<file path="src/rtl/wt_cache_pkg.sv">
`timescale 1ns/1ps
// Shared types for the write-through cache.
package wt_cache_pkg;
    typedef enum logic {
        ST_IDLE = 1'b0,  // waiting for an access; hits complete here
        ST_BUSY = 1'b1   // memory request outstanding
    } ctrl_state_e;
endpackage

</file>
<file path="src/rtl/wt_cache_bypass_sel.sv">
`timescale 1ns/1ps
// Bypass decision.
// Does: flags an access to go around the cache when the global enable is set,
//       when the page's bit in the bypass map is set, or when it is interlocked.
// Assumes: page numbers at or above PAGES never bypass through the map.
module wt_cache_bypass_sel #(
    parameter int PAGES  = 8,
    parameter int PAGE_W = (PAGES > 1) ? $clog2(PAGES) : 1
) (
    input  logic              byp_all,
    input  logic [PAGES-1:0]  byp_page_map,
    input  logic [PAGE_W-1:0] page,
    input  logic              lock,
    output logic              bypass
);
    logic page_hit;

    generate
        if (PAGES == 1) begin : g_single
            // With one page the map is a single bit.
            always_comb page_hit = byp_page_map[0];
        end else begin : g_multi
            // Select the page's bit; an out-of-range page selects nothing.
            always_comb begin
                page_hit = 1'b0;
                for (int p = 0; p < PAGES; p++) begin
                    if (page == PAGE_W'(p)) page_hit = byp_page_map[p];
                end
            end
        end
    endgenerate

    // Combine the three bypass causes.
    always_comb bypass = byp_all | page_hit | lock;
endmodule

</file>
<file path="src/rtl/wt_cache_store.sv">
`timescale 1ns/1ps
// Tag, valid and data store.
// Does: holds one word per line, reads combinationally, and supports fill
//       (set tag, data, valid), word update and invalidation.
// Assumes: the controller raises at most one of fill/update/invalidate per cycle.
module wt_cache_store #(
    parameter int LINES  = 8,
    parameter int IDX_W  = 3,
    parameter int TAG_W  = 9,
    parameter int DATA_W = 32
) (
    input  logic              clk,
    input  logic              rst_n,
    input  logic [IDX_W-1:0]  rd_idx,
    output logic              rd_valid,
    output logic [TAG_W-1:0]  rd_tag,
    output logic [DATA_W-1:0] rd_data,
    input  logic              fill_en,
    input  logic [IDX_W-1:0]  fill_idx,
    input  logic [TAG_W-1:0]  fill_tag,
    input  logic [DATA_W-1:0] fill_data,
    input  logic              upd_en,
    input  logic              inv_en,
    input  logic [IDX_W-1:0]  mod_idx,
    input  logic [DATA_W-1:0] upd_data
);
    logic [LINES-1:0]  line_valid;
    logic [TAG_W-1:0]  line_tag  [LINES];
    logic [DATA_W-1:0] line_data [LINES];

    generate
        for (genvar i = 0; i < LINES; i++) begin : g_line
            // Valid bit: cleared on reset and invalidate, set on fill.
            always_ff @(posedge clk) begin
                if (!rst_n)                                      line_valid[i] <= 1'b0;
                else if (fill_en && fill_idx == IDX_W'(i))       line_valid[i] <= 1'b1;
                else if (inv_en && mod_idx == IDX_W'(i))         line_valid[i] <= 1'b0;
            end
            // Tag and data payload: written by fill or by a write hit.
            always_ff @(posedge clk) begin
                if (fill_en && fill_idx == IDX_W'(i)) begin
                    line_tag[i]  <= fill_tag;
                    line_data[i] <= fill_data;
                end else if (upd_en && mod_idx == IDX_W'(i)) begin
                    line_data[i] <= upd_data;
                end
            end
        end
    endgenerate

    // Combinational lookup port.
    always_comb begin
        rd_valid = line_valid[rd_idx];
        rd_tag   = line_tag[rd_idx];
        rd_data  = line_data[rd_idx];
    end


    store_one_op_chk: assert property (@(posedge clk) disable iff (!rst_n)
        $onehot0({fill_en, upd_en, inv_en}));

    inval_clears_chk: assert property (@(posedge clk) disable iff (!rst_n)
        inv_en |=> !line_valid[$past(mod_idx)]);
endmodule

</file>
<file path="src/rtl/wt_cache_ctrl.sv">
`timescale 1ns/1ps
// Access controller.
// Does: completes read hits in place, sends all other accesses to memory as
//       one held request, updates or invalidates the line at acceptance, fills
//       on a non-bypassed read miss, and keeps the bus lock across an
//       interlocked read-modify-write.
// Assumes: the CPU holds its strobes and operands until cpu_ready and does not
//          raise read and write together; mem_ack is a one-cycle pulse.
module wt_cache_ctrl
    import wt_cache_pkg::*;
#(
    parameter int ADDR_W = 12,
    parameter int DATA_W = 32,
    parameter int IDX_W  = 3,
    parameter int TAG_W  = ADDR_W - IDX_W
) (
    input  logic              clk,
    input  logic              rst_n,
    input  logic              cpu_rd,
    input  logic              cpu_wr,
    input  logic [ADDR_W-1:0] cpu_addr,
    input  logic [DATA_W-1:0] cpu_wdata,
    input  logic              cpu_lock,
    input  logic              bypass,
    input  logic              hit,
    input  logic [DATA_W-1:0] hit_data,
    output logic              cpu_ready,
    output logic [DATA_W-1:0] cpu_rdata,
    output logic              upd_en,
    output logic              inv_en,
    output logic              fill_en,
    output logic [IDX_W-1:0]  fill_idx,
    output logic [TAG_W-1:0]  fill_tag,
    output logic [DATA_W-1:0] fill_data,
    output logic              mem_req,
    output logic              mem_we,
    output logic [ADDR_W-1:0] mem_addr,
    output logic [DATA_W-1:0] mem_wdata,
    output logic              mem_lock,
    input  logic              mem_ack,
    input  logic [DATA_W-1:0] mem_rdata
);
    ctrl_state_e       state_q;
    logic [ADDR_W-1:0] lat_addr;
    logic [DATA_W-1:0] lat_wdata;
    logic              lat_we, lat_byp, lat_lock;
    logic              lock_q;
    logic              is_wr, is_rd, idle, fast_hit, accept, done;

    // Decode the presented access and the completion events.
    always_comb begin
        is_wr    = cpu_wr;
        is_rd    = cpu_rd & ~cpu_wr;
        idle     = (state_q == ST_IDLE);
        fast_hit = idle & is_rd & ~bypass & hit;
        accept   = idle & (is_rd | is_wr) & ~fast_hit;
        done     = (state_q == ST_BUSY) & mem_ack;
    end

    // Line maintenance: update on write hit, invalidate on bypassed match, fill on miss.
    always_comb begin
        upd_en    = accept & is_wr & ~bypass & hit;
        inv_en    = accept & bypass & hit;
        fill_en   = done & ~lat_we & ~lat_byp;
        fill_idx  = lat_addr[IDX_W-1:0];
        fill_tag  = lat_addr[ADDR_W-1:IDX_W];
        fill_data = mem_rdata;
    end

    // CPU completion: hit data at once, otherwise memory data on acknowledge.
    always_comb begin
        cpu_ready = fast_hit | done;
        cpu_rdata = fast_hit ? hit_data : mem_rdata;
    end

    // State register: idle until an access needs memory, busy until acknowledged.
    always_ff @(posedge clk) begin
        if (!rst_n)      state_q <= ST_IDLE;
        else if (accept) state_q <= ST_BUSY;
        else if (done)   state_q <= ST_IDLE;
    end

    // Request latch: freezes the memory operands for the length of the request.
    always_ff @(posedge clk) begin
        if (!rst_n) begin
            lat_addr  <= '0;
            lat_wdata <= '0;
            lat_we    <= 1'b0;
            lat_byp   <= 1'b0;
            lat_lock  <= 1'b0;
        end else if (accept) begin
            lat_addr  <= cpu_addr;
            lat_wdata <= cpu_wdata;
            lat_we    <= is_wr;
            lat_byp   <= bypass;
            lat_lock  <= cpu_lock;
        end
    end

    // Bus lock: set by an accepted interlocked read, cleared when its write is acknowledged.
    always_ff @(posedge clk) begin
        if (!rst_n)                          lock_q <= 1'b0;
        else if (accept & is_rd & cpu_lock)  lock_q <= 1'b1;
        else if (done & lat_we & lat_lock)   lock_q <= 1'b0;
    end

    // Memory side outputs come from the latch.
    always_comb begin
        mem_req   = (state_q == ST_BUSY);
        mem_we    = lat_we;
        mem_addr  = lat_addr;
        mem_wdata = lat_wdata;
        mem_lock  = lock_q;
    end


    req_stable_chk: assert property (@(posedge clk) disable iff (!rst_n)
        (mem_req && !mem_ack) |=> (mem_req && $stable(mem_addr) && $stable(mem_we)
                                   && $stable(mem_wdata)));

    lock_release_chk: assert property (@(posedge clk) disable iff (!rst_n)
        $fell(mem_lock) |-> $past(mem_ack && mem_we));

    write_via_mem_chk: assert property (@(posedge clk) disable iff (!rst_n)
        (cpu_ready && !mem_req) |-> !cpu_wr);

    hit_no_req_chk: assert property (@(posedge clk) disable iff (!rst_n)
        (cpu_ready && !mem_req) |=> !mem_req);
endmodule

</file>
<file path="src/rtl/wt_cache.sv">
`timescale 1ns/1ps
// Direct-mapped write-through data cache with software-controlled bypass.
// Does: wires the bypass decision, the line store and the controller; the hit
//       test compares the indexed line's tag with the upper address bits.
// Assumes: word addressing; one access in flight from the CPU at a time.
module wt_cache #(
    parameter int ADDR_W = 12,
    parameter int DATA_W = 32,
    parameter int LINES  = 8,
    parameter int PAGES  = 8,
    parameter int PAGE_W = (PAGES > 1) ? $clog2(PAGES) : 1
) (
    input  logic              clk,
    input  logic              rst_n,
    input  logic              cpu_rd,
    input  logic              cpu_wr,
    input  logic [ADDR_W-1:0] cpu_addr,
    input  logic [DATA_W-1:0] cpu_wdata,
    input  logic              cpu_lock,
    input  logic [PAGE_W-1:0] cpu_page,
    output logic              cpu_ready,
    output logic [DATA_W-1:0] cpu_rdata,
    input  logic              byp_all,
    input  logic [PAGES-1:0]  byp_page_map,
    output logic              mem_req,
    output logic              mem_we,
    output logic [ADDR_W-1:0] mem_addr,
    output logic [DATA_W-1:0] mem_wdata,
    output logic              mem_lock,
    input  logic              mem_ack,
    input  logic [DATA_W-1:0] mem_rdata
);
    localparam int IDX_W = (LINES > 1) ? $clog2(LINES) : 1;
    localparam int TAG_W = ADDR_W - IDX_W;

    logic              bypass, hit, rd_valid;
    logic [TAG_W-1:0]  rd_tag, fill_tag;
    logic [DATA_W-1:0] rd_data, fill_data;
    logic              fill_en, upd_en, inv_en;
    logic [IDX_W-1:0]  fill_idx;

    wt_cache_bypass_sel #(.PAGES(PAGES), .PAGE_W(PAGE_W)) u_byp (
        .byp_all      (byp_all),
        .byp_page_map (byp_page_map),
        .page         (cpu_page),
        .lock         (cpu_lock),
        .bypass       (bypass)
    );

    wt_cache_store #(.LINES(LINES), .IDX_W(IDX_W), .TAG_W(TAG_W), .DATA_W(DATA_W)) u_store (
        .clk       (clk),
        .rst_n     (rst_n),
        .rd_idx    (cpu_addr[IDX_W-1:0]),
        .rd_valid  (rd_valid),
        .rd_tag    (rd_tag),
        .rd_data   (rd_data),
        .fill_en   (fill_en),
        .fill_idx  (fill_idx),
        .fill_tag  (fill_tag),
        .fill_data (fill_data),
        .upd_en    (upd_en),
        .inv_en    (inv_en),
        .mod_idx   (cpu_addr[IDX_W-1:0]),
        .upd_data  (cpu_wdata)
    );

    // Tag compare for the presented address.
    always_comb hit = rd_valid && (rd_tag == cpu_addr[ADDR_W-1:IDX_W]);

    wt_cache_ctrl #(.ADDR_W(ADDR_W), .DATA_W(DATA_W), .IDX_W(IDX_W), .TAG_W(TAG_W)) u_ctrl (
        .clk       (clk),
        .rst_n     (rst_n),
        .cpu_rd    (cpu_rd),
        .cpu_wr    (cpu_wr),
        .cpu_addr  (cpu_addr),
        .cpu_wdata (cpu_wdata),
        .cpu_lock  (cpu_lock),
        .bypass    (bypass),
        .hit       (hit),
        .hit_data  (rd_data),
        .cpu_ready (cpu_ready),
        .cpu_rdata (cpu_rdata),
        .upd_en    (upd_en),
        .inv_en    (inv_en),
        .fill_en   (fill_en),
        .fill_idx  (fill_idx),
        .fill_tag  (fill_tag),
        .fill_data (fill_data),
        .mem_req   (mem_req),
        .mem_we    (mem_we),
        .mem_addr  (mem_addr),
        .mem_wdata (mem_wdata),
        .mem_lock  (mem_lock),
        .mem_ack   (mem_ack),
        .mem_rdata (mem_rdata)
    );


    idle_quiet_chk: assert property (@(posedge clk) disable iff (!rst_n)
        (!cpu_rd && !cpu_wr) |-> !cpu_ready);
endmodule

</file>
<file path="config.mk">
export PLATFORM = sky130hd
export DESIGN_NAME = wt_cache
export DESIGN_NICKNAME = d
export VERILOG_FILES = /design/src/rtl/wt_cache_pkg.sv /design/src/rtl/wt_cache_bypass_sel.sv /design/src/rtl/wt_cache_store.sv /design/src/rtl/wt_cache_ctrl.sv /design/src/rtl/wt_cache.sv
export SDC_FILE = /design/constraint.sdc
export NUM_CORES = 1
export LEC_CHECK = 0
export BUFFER_PORTS_ARGS = -buffer_cell sky130_fd_sc_hd__buf_4
export CAP_MARGIN = 20
export CORE_MARGIN = 2
export CORE_UTILIZATION = 60
export CTS_CLUSTER_DIAMETER = 200
export CTS_CLUSTER_SIZE = 24
export DETAILED_ROUTE_END_ITERATION = 10
export GPL_TIMING_DRIVEN = 1
export PLACE_DENSITY = 0.8
export SYNTH_ARGS = -nofsm -noshare
export SYNTH_HDL_FRONTEND = slang
export SYNTH_HIERARCHICAL = 1
export SYNTH_SLANG_ARGS = --single-unit
</file>
<file path="constraint.sdc">
create_clock -name clk -period 8.3 [get_ports clk]
set_input_delay 1.245 -clock clk [delete_from_list [all_inputs] [get_ports clk]]
set_output_delay 1.245 -clock clk [all_outputs]
set_load 0.01 [all_outputs]
</file>
==> flow_summary.yaml, run 1 <==
placed_design:
  gp_congestion: 0.797
  place_hpwl_mm: 25.4
  dpl_worst_slack_ns: 1.81
  io_buffers: 173
clock_network:
  htreeDepth: 1
  cts_tree: "yes"
  hold_buffers: 0
  numCtsBuffers: 20
  postCtsSetupBuffers: 0
  cts.path.max_buffers: 3
  clockRootBuffer: "clkbuf_16"
  clkTransAtPathRegs_ns: 0.09
  numClockSinks: 385
  cts_resized: 0
  insertion_delay_ns: 0.54
critical_path:
  crit_path_max_fanout: 51
  critical_path_buf_inv_count: 4
  cp_cell_sequence: "buf_6 > buf_4 > mux4_2 > mux2_2 > nand2_1 > nor3_2 > nand2b_1 > nor3_4 > buf_4 > mux2_2 > buf_4"
  slowest_delay_ns: 0.90
  required_ns: 7.05
  slowest_stage: "buf_4"
  critical_path.startpoint_type: "primary input"
  path_delay_family: "buffers and inverters"
  reg2reg_from: "u_store/line_tag[5][7]"
  reg2regPathDepth: 11
  rr_endpoint: "u_store/line_data[6][19]"
  rrSetupSlack_ns: 3.57
  cp-end-kind: "output port"
  arrival_ns: 5.06
  crit_top_cell: "buf_4"
  crit_type: "in2out"
finish:
  mostFrequentLayoutCells: "328 x edfxtp_1, 257 x mux2_2, 193 x buf_4"
  layout_commonest_cell: "edfxtp_1"
  diodes: 0
  area_growth_pct: 11.0
  final_net_count: 1349
  layout-drive-gt1-share_pct: 50.6
grt:
  grt_usage_pct: 25.2
  grt_first_pass_wirelength_mm: 63.4
  grt_pass1_vias: 10741
  antenna_found_initial: 0
  overflow: 0
  grt_max_degree: 105
outcome:
  status: "finished clean"
synthesis:
  ys_seq_area_share_pct: 57.9
  synth_fp_nets: 1244
  ys_top_cells_by_area: "edfxtp_1 52%, mux2_2 15%, mux4_2 10%, dfxtp_1 6.0%, mux2_4 4.7%"
  synth.avg_cell_area_um2: 16.5
  ys_ff_latch: 385
  synth-edff-count: 328
  synth_top_area_share_pct: 51.9
  async_flop_share_pct: 0
  syn_inst: 1150
  yosysWarnings: 6
  yosysUniqueCellTypes: 37
  syn-cell-area_um2: 19000
  yosysTopAreaCell: "edfxtp_1"
  ys.flop_type: "edfxtp_1"
floorplan:
  initial_core_util_pct: 60.6
  dieArea_um2: 33100
  ios: 174
  coreArea_um2: 31300
  fp.dieW_um: 182
  num_rows: 65
  die_h_um: 182
detailed_routing:
  detail-route-antenna-nets: 0
  first_pass_iters: 5
  dr.first_iter.drc_count: 812
  avgViaCountPerCell: 6.23
  wire_per_inst_um: 25.0
  drcViolationCount: 0
  via_count: 10405
  wirelength_mm: 41.7
sta:
  skew_ns: 0.0231
  fin_setup_tns_ns: 0
  hold_ws_ns: 0.461
  fin_crit_ns: 6.31
  slew_headroom_pct: 27.8
  rsz0062_at_grt: "no"
  worst_slack_ns: 1.99
  finalHoldViolCount: 0
  setup_viol: 0
  tightest_slew_ns: 1.08
  fmax_mhz: 159
  maxSlewViolCount: 0
  fin_crit_sh_pct: 76.0
power_and_ir_drop:
  power_switching_uw: 811
  seqPwrFrac_pct: 59.3
  p_clk_share_pct: 29.8
  vdd_drop_max_mv: 0.136
  swShare_pct: 22.3
  p_int_mw: 2.82
  leakage_nw: 7.54
  cellPowerDensity_nw_per_um2: 173
  comb_power_share_pct: 10.9
worst_hold_path:
  holdPathEnd: "u_ctrl/mem_wdata[5]"
  hold_depth: 2
  hold_path.class: "reg2reg"
  min_from: "u_ctrl/mem_wdata[5]"
job:
  drv_cap: 0
-- layer usage --
metal  vias up  global-route usage, %  wire length, um
met5         -                      0                0
met4         0                   6.08              927
met3        50                   3.29             2450
met2       340                   43.6            21100
met1      5389                   34.3            17200
li1       4626                      -                -
-- tightest hold or removal path: stages, from the launching register on --
cell	delay, ns
dfxtp_1	0.32
nand2_1	0.05
mux2i_1	0.05
-- power groups by stage --
stage / logic (mW) / registers, mW / clock network, mW
final: 0.396 / 2.16 / 1.08
after global routing: 0.425 / 2.16 / 1.17
after CTS: 0.394 / 2.16 / 1.10
after detailed placement: 0.392 / 2.20 / 0
after global placement: 0.383 / 2.20 / 0
after floorplan: 0.249 / 2.20 / 0
-- synth_stat cells, types with 9 or more instances --
| master | number |
|---|---|
| buf_2 | 30 |
| buf_4 | 48 |
| clkbuf_1 | 22 |
| dfxtp_1 | 57 |
| edfxtp_1 | 328 |
| mux2_1 | 13 |
| mux2_2 | 257 |
| mux2_4 | 60 |
| mux2i_1 | 50 |
| mux4_2 | 85 |
| nand2_1 | 100 |
| o21ai_0 | 16 |
| xnor2_1 | 9 |
-- stage by stage --
stage | utilization, % | power [mW] | std cells | area (um^2)
2_1_floorplan | - | 2.45 | 1150 | 19000
3_3_place_gp | 65.0 | 2.58 | 1632 | 20400
3_5_place_dp | 65.1 | 2.59 | 1633 | 20400
4_1_cts | 67.1 | 3.65 | 1668 | 21000
5_1_grt | 67.2 | 3.75 | 1670 | 21100
6_report | 67.2 | 3.64 | 1670 | 21100
-- registers in the layout (all words and copies together) (netlist names) --
signal              count
u_ctrl/mem_req          1
u_ctrl/lat_byp          1
u_ctrl/mem_lock         1
u_ctrl/lat_lock         1
u_ctrl/mem_we           1
u_store/line_valid      8
u_store/line_data     256
u_ctrl/mem_addr        12
u_store/line_tag       72
u_ctrl/mem_wdata       32
-- cells by family after synthesis --
kind of cell | after synthesis | share of synthesized area, %
AO/OA/AOI/OAI | 28 | 0.917
XOR/XNOR | 9 | 0.415
buffers and inverters | 123 | 3.86
flip-flops | 385 | 57.9
multiplexers | 465 | 33.5
AND/OR/NAND/NOR | 140 | 3.38
-- layout make-up --
| type | instances | area, um^2 |
|---|---|---|
| clock buffer | 34 | 574 |
| timing repair buffer | 197 | 1540 |
| multi-input combinational | 642 | 7380 |
| sequential | 385 | 11000 |
| inverter | 9 | 33.8 |
| fill | 2115 | 10300 |
| tap | 402 | 503 |
| clock inverter | 1 | 30.0 |
-- how the worst max path moves through the flow --
stage	start	end	slack, ns	cells past startpoint
6_report	cpu_addr[0]	cpu_rdata[29]	1.99	11
5_1_grt	cpu_addr[0]	cpu_rdata[27]	1.63	11
4_1_cts	cpu_addr[0]	cpu_rdata[18]	1.88	11
3_5_place_dp	cpu_addr[0]	u_store/line_data[6][23]	1.81	12
3_3_place_gp	cpu_addr[0]	u_store/line_data[0][29]	1.81	12
2_1_floorplan	cpu_addr[0]	u_store/line_data[5][0]	2.05	10
Power figures use the tool's default switching activity.
==> inputs of run 2 (changes only) <==
Settings changed: ABC_AREA from default to 1, CORE_UTILIZATION 60 to 55, PLACE_DENSITY 0.8 to 0.77.
Clock period 8.3 ns to 5.2 ns, I/O delays scaled along.
==> flow_summary.yaml, run 2 <==
outcome:
  status: "finished clean"
critical_path:
  crit_path_max_fanout: 82
  slowest_delay_ns: 0.80
  critical_path.startpoint_type: "primary input"
  slowest_stage: "buf_4"
  path_delay_family: "buffers and inverters"
  crit_type: "in2out"
  cp-end-kind: "output port"
  cp_cell_sequence: "buf_6 > inv_4 > buf_4 > buf_4 > nand2_1 > nand3_1 > nand2_1 > nand2_1 > nand2_1 > inv_1 > o21ai_1 > buf_4"
  critical_path_buf_inv_count: 6
  arrival_ns: 3.72
  crit_top_cell: "nand2_1"
  required_ns: 4.42
synthesis:
  ys_ff_latch: 385
  yosysTopAreaCell: "edfxtp_1"
  synth_top_area_share_pct: 45.3
  ys.flop_type: "edfxtp_1"
  synth_most_common_cell: "nand2_1"
  ys_top_cells_by_area: "edfxtp_1 45%, nand2_1 24%, inv_1 7.1%, nand3_1 6.1%, dfxtp_1 5.3%"
  ys_top_cells_by_count: "1,404 x nand2_1, 411 x inv_1, 328 x edfxtp_1"
  ys_seq_area_share_pct: 50.6
  syn-cell-area_um2: 21700
  yosysUniqueCellTypes: 29
  synth_fp_nets: 2989
  async_flop_share_pct: 0
  syn_inst: 2895
  synth.avg_cell_area_um2: 7.51
  yosysWarnings: 6
  synth-edff-count: 328
finish:
  layout_commonest_cell: "nand2_1"
  diodes: 0
  largest_register: "u_store/line_data"
  finalCoreUtilization_pct: 60.1
  largest_register_ffs: 256
  finalNonFillerCells: 3424
  mostFrequentLayoutCells: "1,404 x nand2_1, 409 x inv_1, 328 x edfxtp_1"
  final_net_count: 2986
  layout-drive-gt1-share_pct: 11.9
  area_growth_pct: 7.41
floorplan:
  num_rows: 72
  ios: 174
  fp.dieW_um: 203
  dieArea_um2: 41100
  die_h_um: 203
  initial_core_util_pct: 56.0
  coreArea_um2: 38800
grt:
  antenna_found_initial: 0
  grt_pass1_vias: 18086
  grt_usage_pct: 30.0
  grt_first_pass_wirelength_mm: 96.6
  grt_max_degree: 83
  overflow: 0
sta:
  tightest_slew_ns: 0.998
  fin_crit_ns: 4.50
  slew_headroom_pct: 33.5
  maxSlewViolCount: 0
  skew_ns: 0.0268
  finalHoldViolCount: 0
  setup_viol: 0
  rsz0062_at_grt: "no"
  fin_setup_tns_ns: 0
  fin_crit_sh_pct: 86.5
  worst_slack_ns: 0.701
  hold_ws_ns: 0.451
  fmax_mhz: 222
clock_network:
  cts_resized: 0
  cts_tree: "yes"
  hold_buffers: 0
  clkTransAtPathRegs_ns: 0.09
  insertion_delay_ns: 0.55
  clockRootBuffer: "clkbuf_16"
  numClockSinks: 385
  numCtsBuffers: 20
  htreeDepth: 1
  cts.path.max_buffers: 3
  postCtsSetupBuffers: 0
detailed_routing:
  wire_per_inst_um: 18.0
  wirelength_mm: 61.8
  avgViaCountPerCell: 5.42
  drcViolationCount: 0
  dr.first_iter.drc_count: 2173
  detail-route-antenna-nets: 0
  via_count: 18569
  first_pass_iters: 6
power_and_ir_drop:
  leakage_nw: 11.7
  vdd_drop_max_mv: 0.219
  cellPowerDensity_nw_per_um2: 256
placed_design:
  place_inst: 3386
  dpl_worst_slack_ns: 0.778
  io_buffers: 173
  gp_congestion: 0.870
  place_hpwl_mm: 37.7
job:
  drv_cap: 0
worst_hold_path:
  hold_path.class: "in2reg"
[run 2: cell count changes in the layout (fill, tap and decap cells not counted), sizes merged, moves of 33 or more]
| cell | previous run | this run |
|---|---|---|
| nand2 | 100 | 1428 |
| inv | 9 | 418 |
| mux2 | 330 | 0 |
| nand3 | 2 | 266 |
| mux4 | 85 | 0 |
| a21oi | 0 | 56 |
| mux2i | 50 | 0 |
| buf | 197 | 230 |
[run 2: cell families (layout without fill, tap and decap cells)]
family | Yosys count | in the layout | share of synthesized area, %
AOI/OAI and AO/OA | 92 | 92 | 2.81
xor gates and xnor gates | 2 | 2 | 0.0806
buffers and inverters | 674 | 685 | 14.1
DFF | 385 | 385 | 50.6
and+or+nand+nor | 1742 | 1742 | 32.4
[run 2: path summary, 6_finish.rpt]
path	cells past startpoint	startpoint	end	slack (ns)
max	12	cpu_addr[0]	cpu_rdata[26]	0.70
min	3	rst_n	u_ctrl/mem_req	0.45
max reg2reg	18	u_store/line_tag[5][6]	u_store/line_data[7][13]	2.04
min reg2reg	2	u_ctrl/mem_wdata[13]	u_ctrl/mem_wdata[13]	0.47
[run 2: layout make-up]
class / instances / area (um^2)
Clock buffer: 35 / 579
Clock inverter: 1 / 30.0
Fill cell: 3427 / 15500
Inverter: 419 / 1580
Multi-Input combinational cell: 1836 / 7700
Sequential cell: 385 / 11000
Tap cell: 518 / 648
Timing Repair Buffer: 230 / 1820
[run 2: worst reg2reg max path: stages (launching register included)]
cell	delay [ns]
edfxtp_1	0.38
inv_1	0.07
nand2_1	0.06
nand3_1	0.13
nand2_1	0.07
nand2_1	0.05
nand2_1	0.08
xnor2_1	0.21
nand3_1	0.10
nor2_1	0.25
nand2_2	0.12
nor2_1	0.12
buf_4	0.20
inv_1	0.11
nor2_2	0.13
nand2_1	0.25
buf_4	0.39
nand2_1	0.12
nand2_1	0.07
[run 2: per-layer routing]
layer / share of wire [%] / global-route usage [%] / up-vias
li1: - / - / 8744
met1: 37 / 38.7 / 8574
met2: 47 / 50.0 / 1086
met3: 12 / 5.25 / 165
met4: 3.5 / 12.4 / 0
met5: 0 / 0.357 / -
[run 2: where the power goes]
part	internal (mW)	switching, mW
clock network	0.777	1.02
logic	0.254	0.484
registers	3.39	0.0347
[run 2: through the flow]
| step | cell area (um^2) | power [mW] |
|---|---|---|
| after CTS | 23300 | 5.97 |
| after global routing | 23300 | 6.17 |
| final | 23300 | 5.96 |
| after floorplan | 21700 | 4.00 |
| after detailed placement | 22700 | 4.22 |
| after global placement | 22700 | 4.20 |
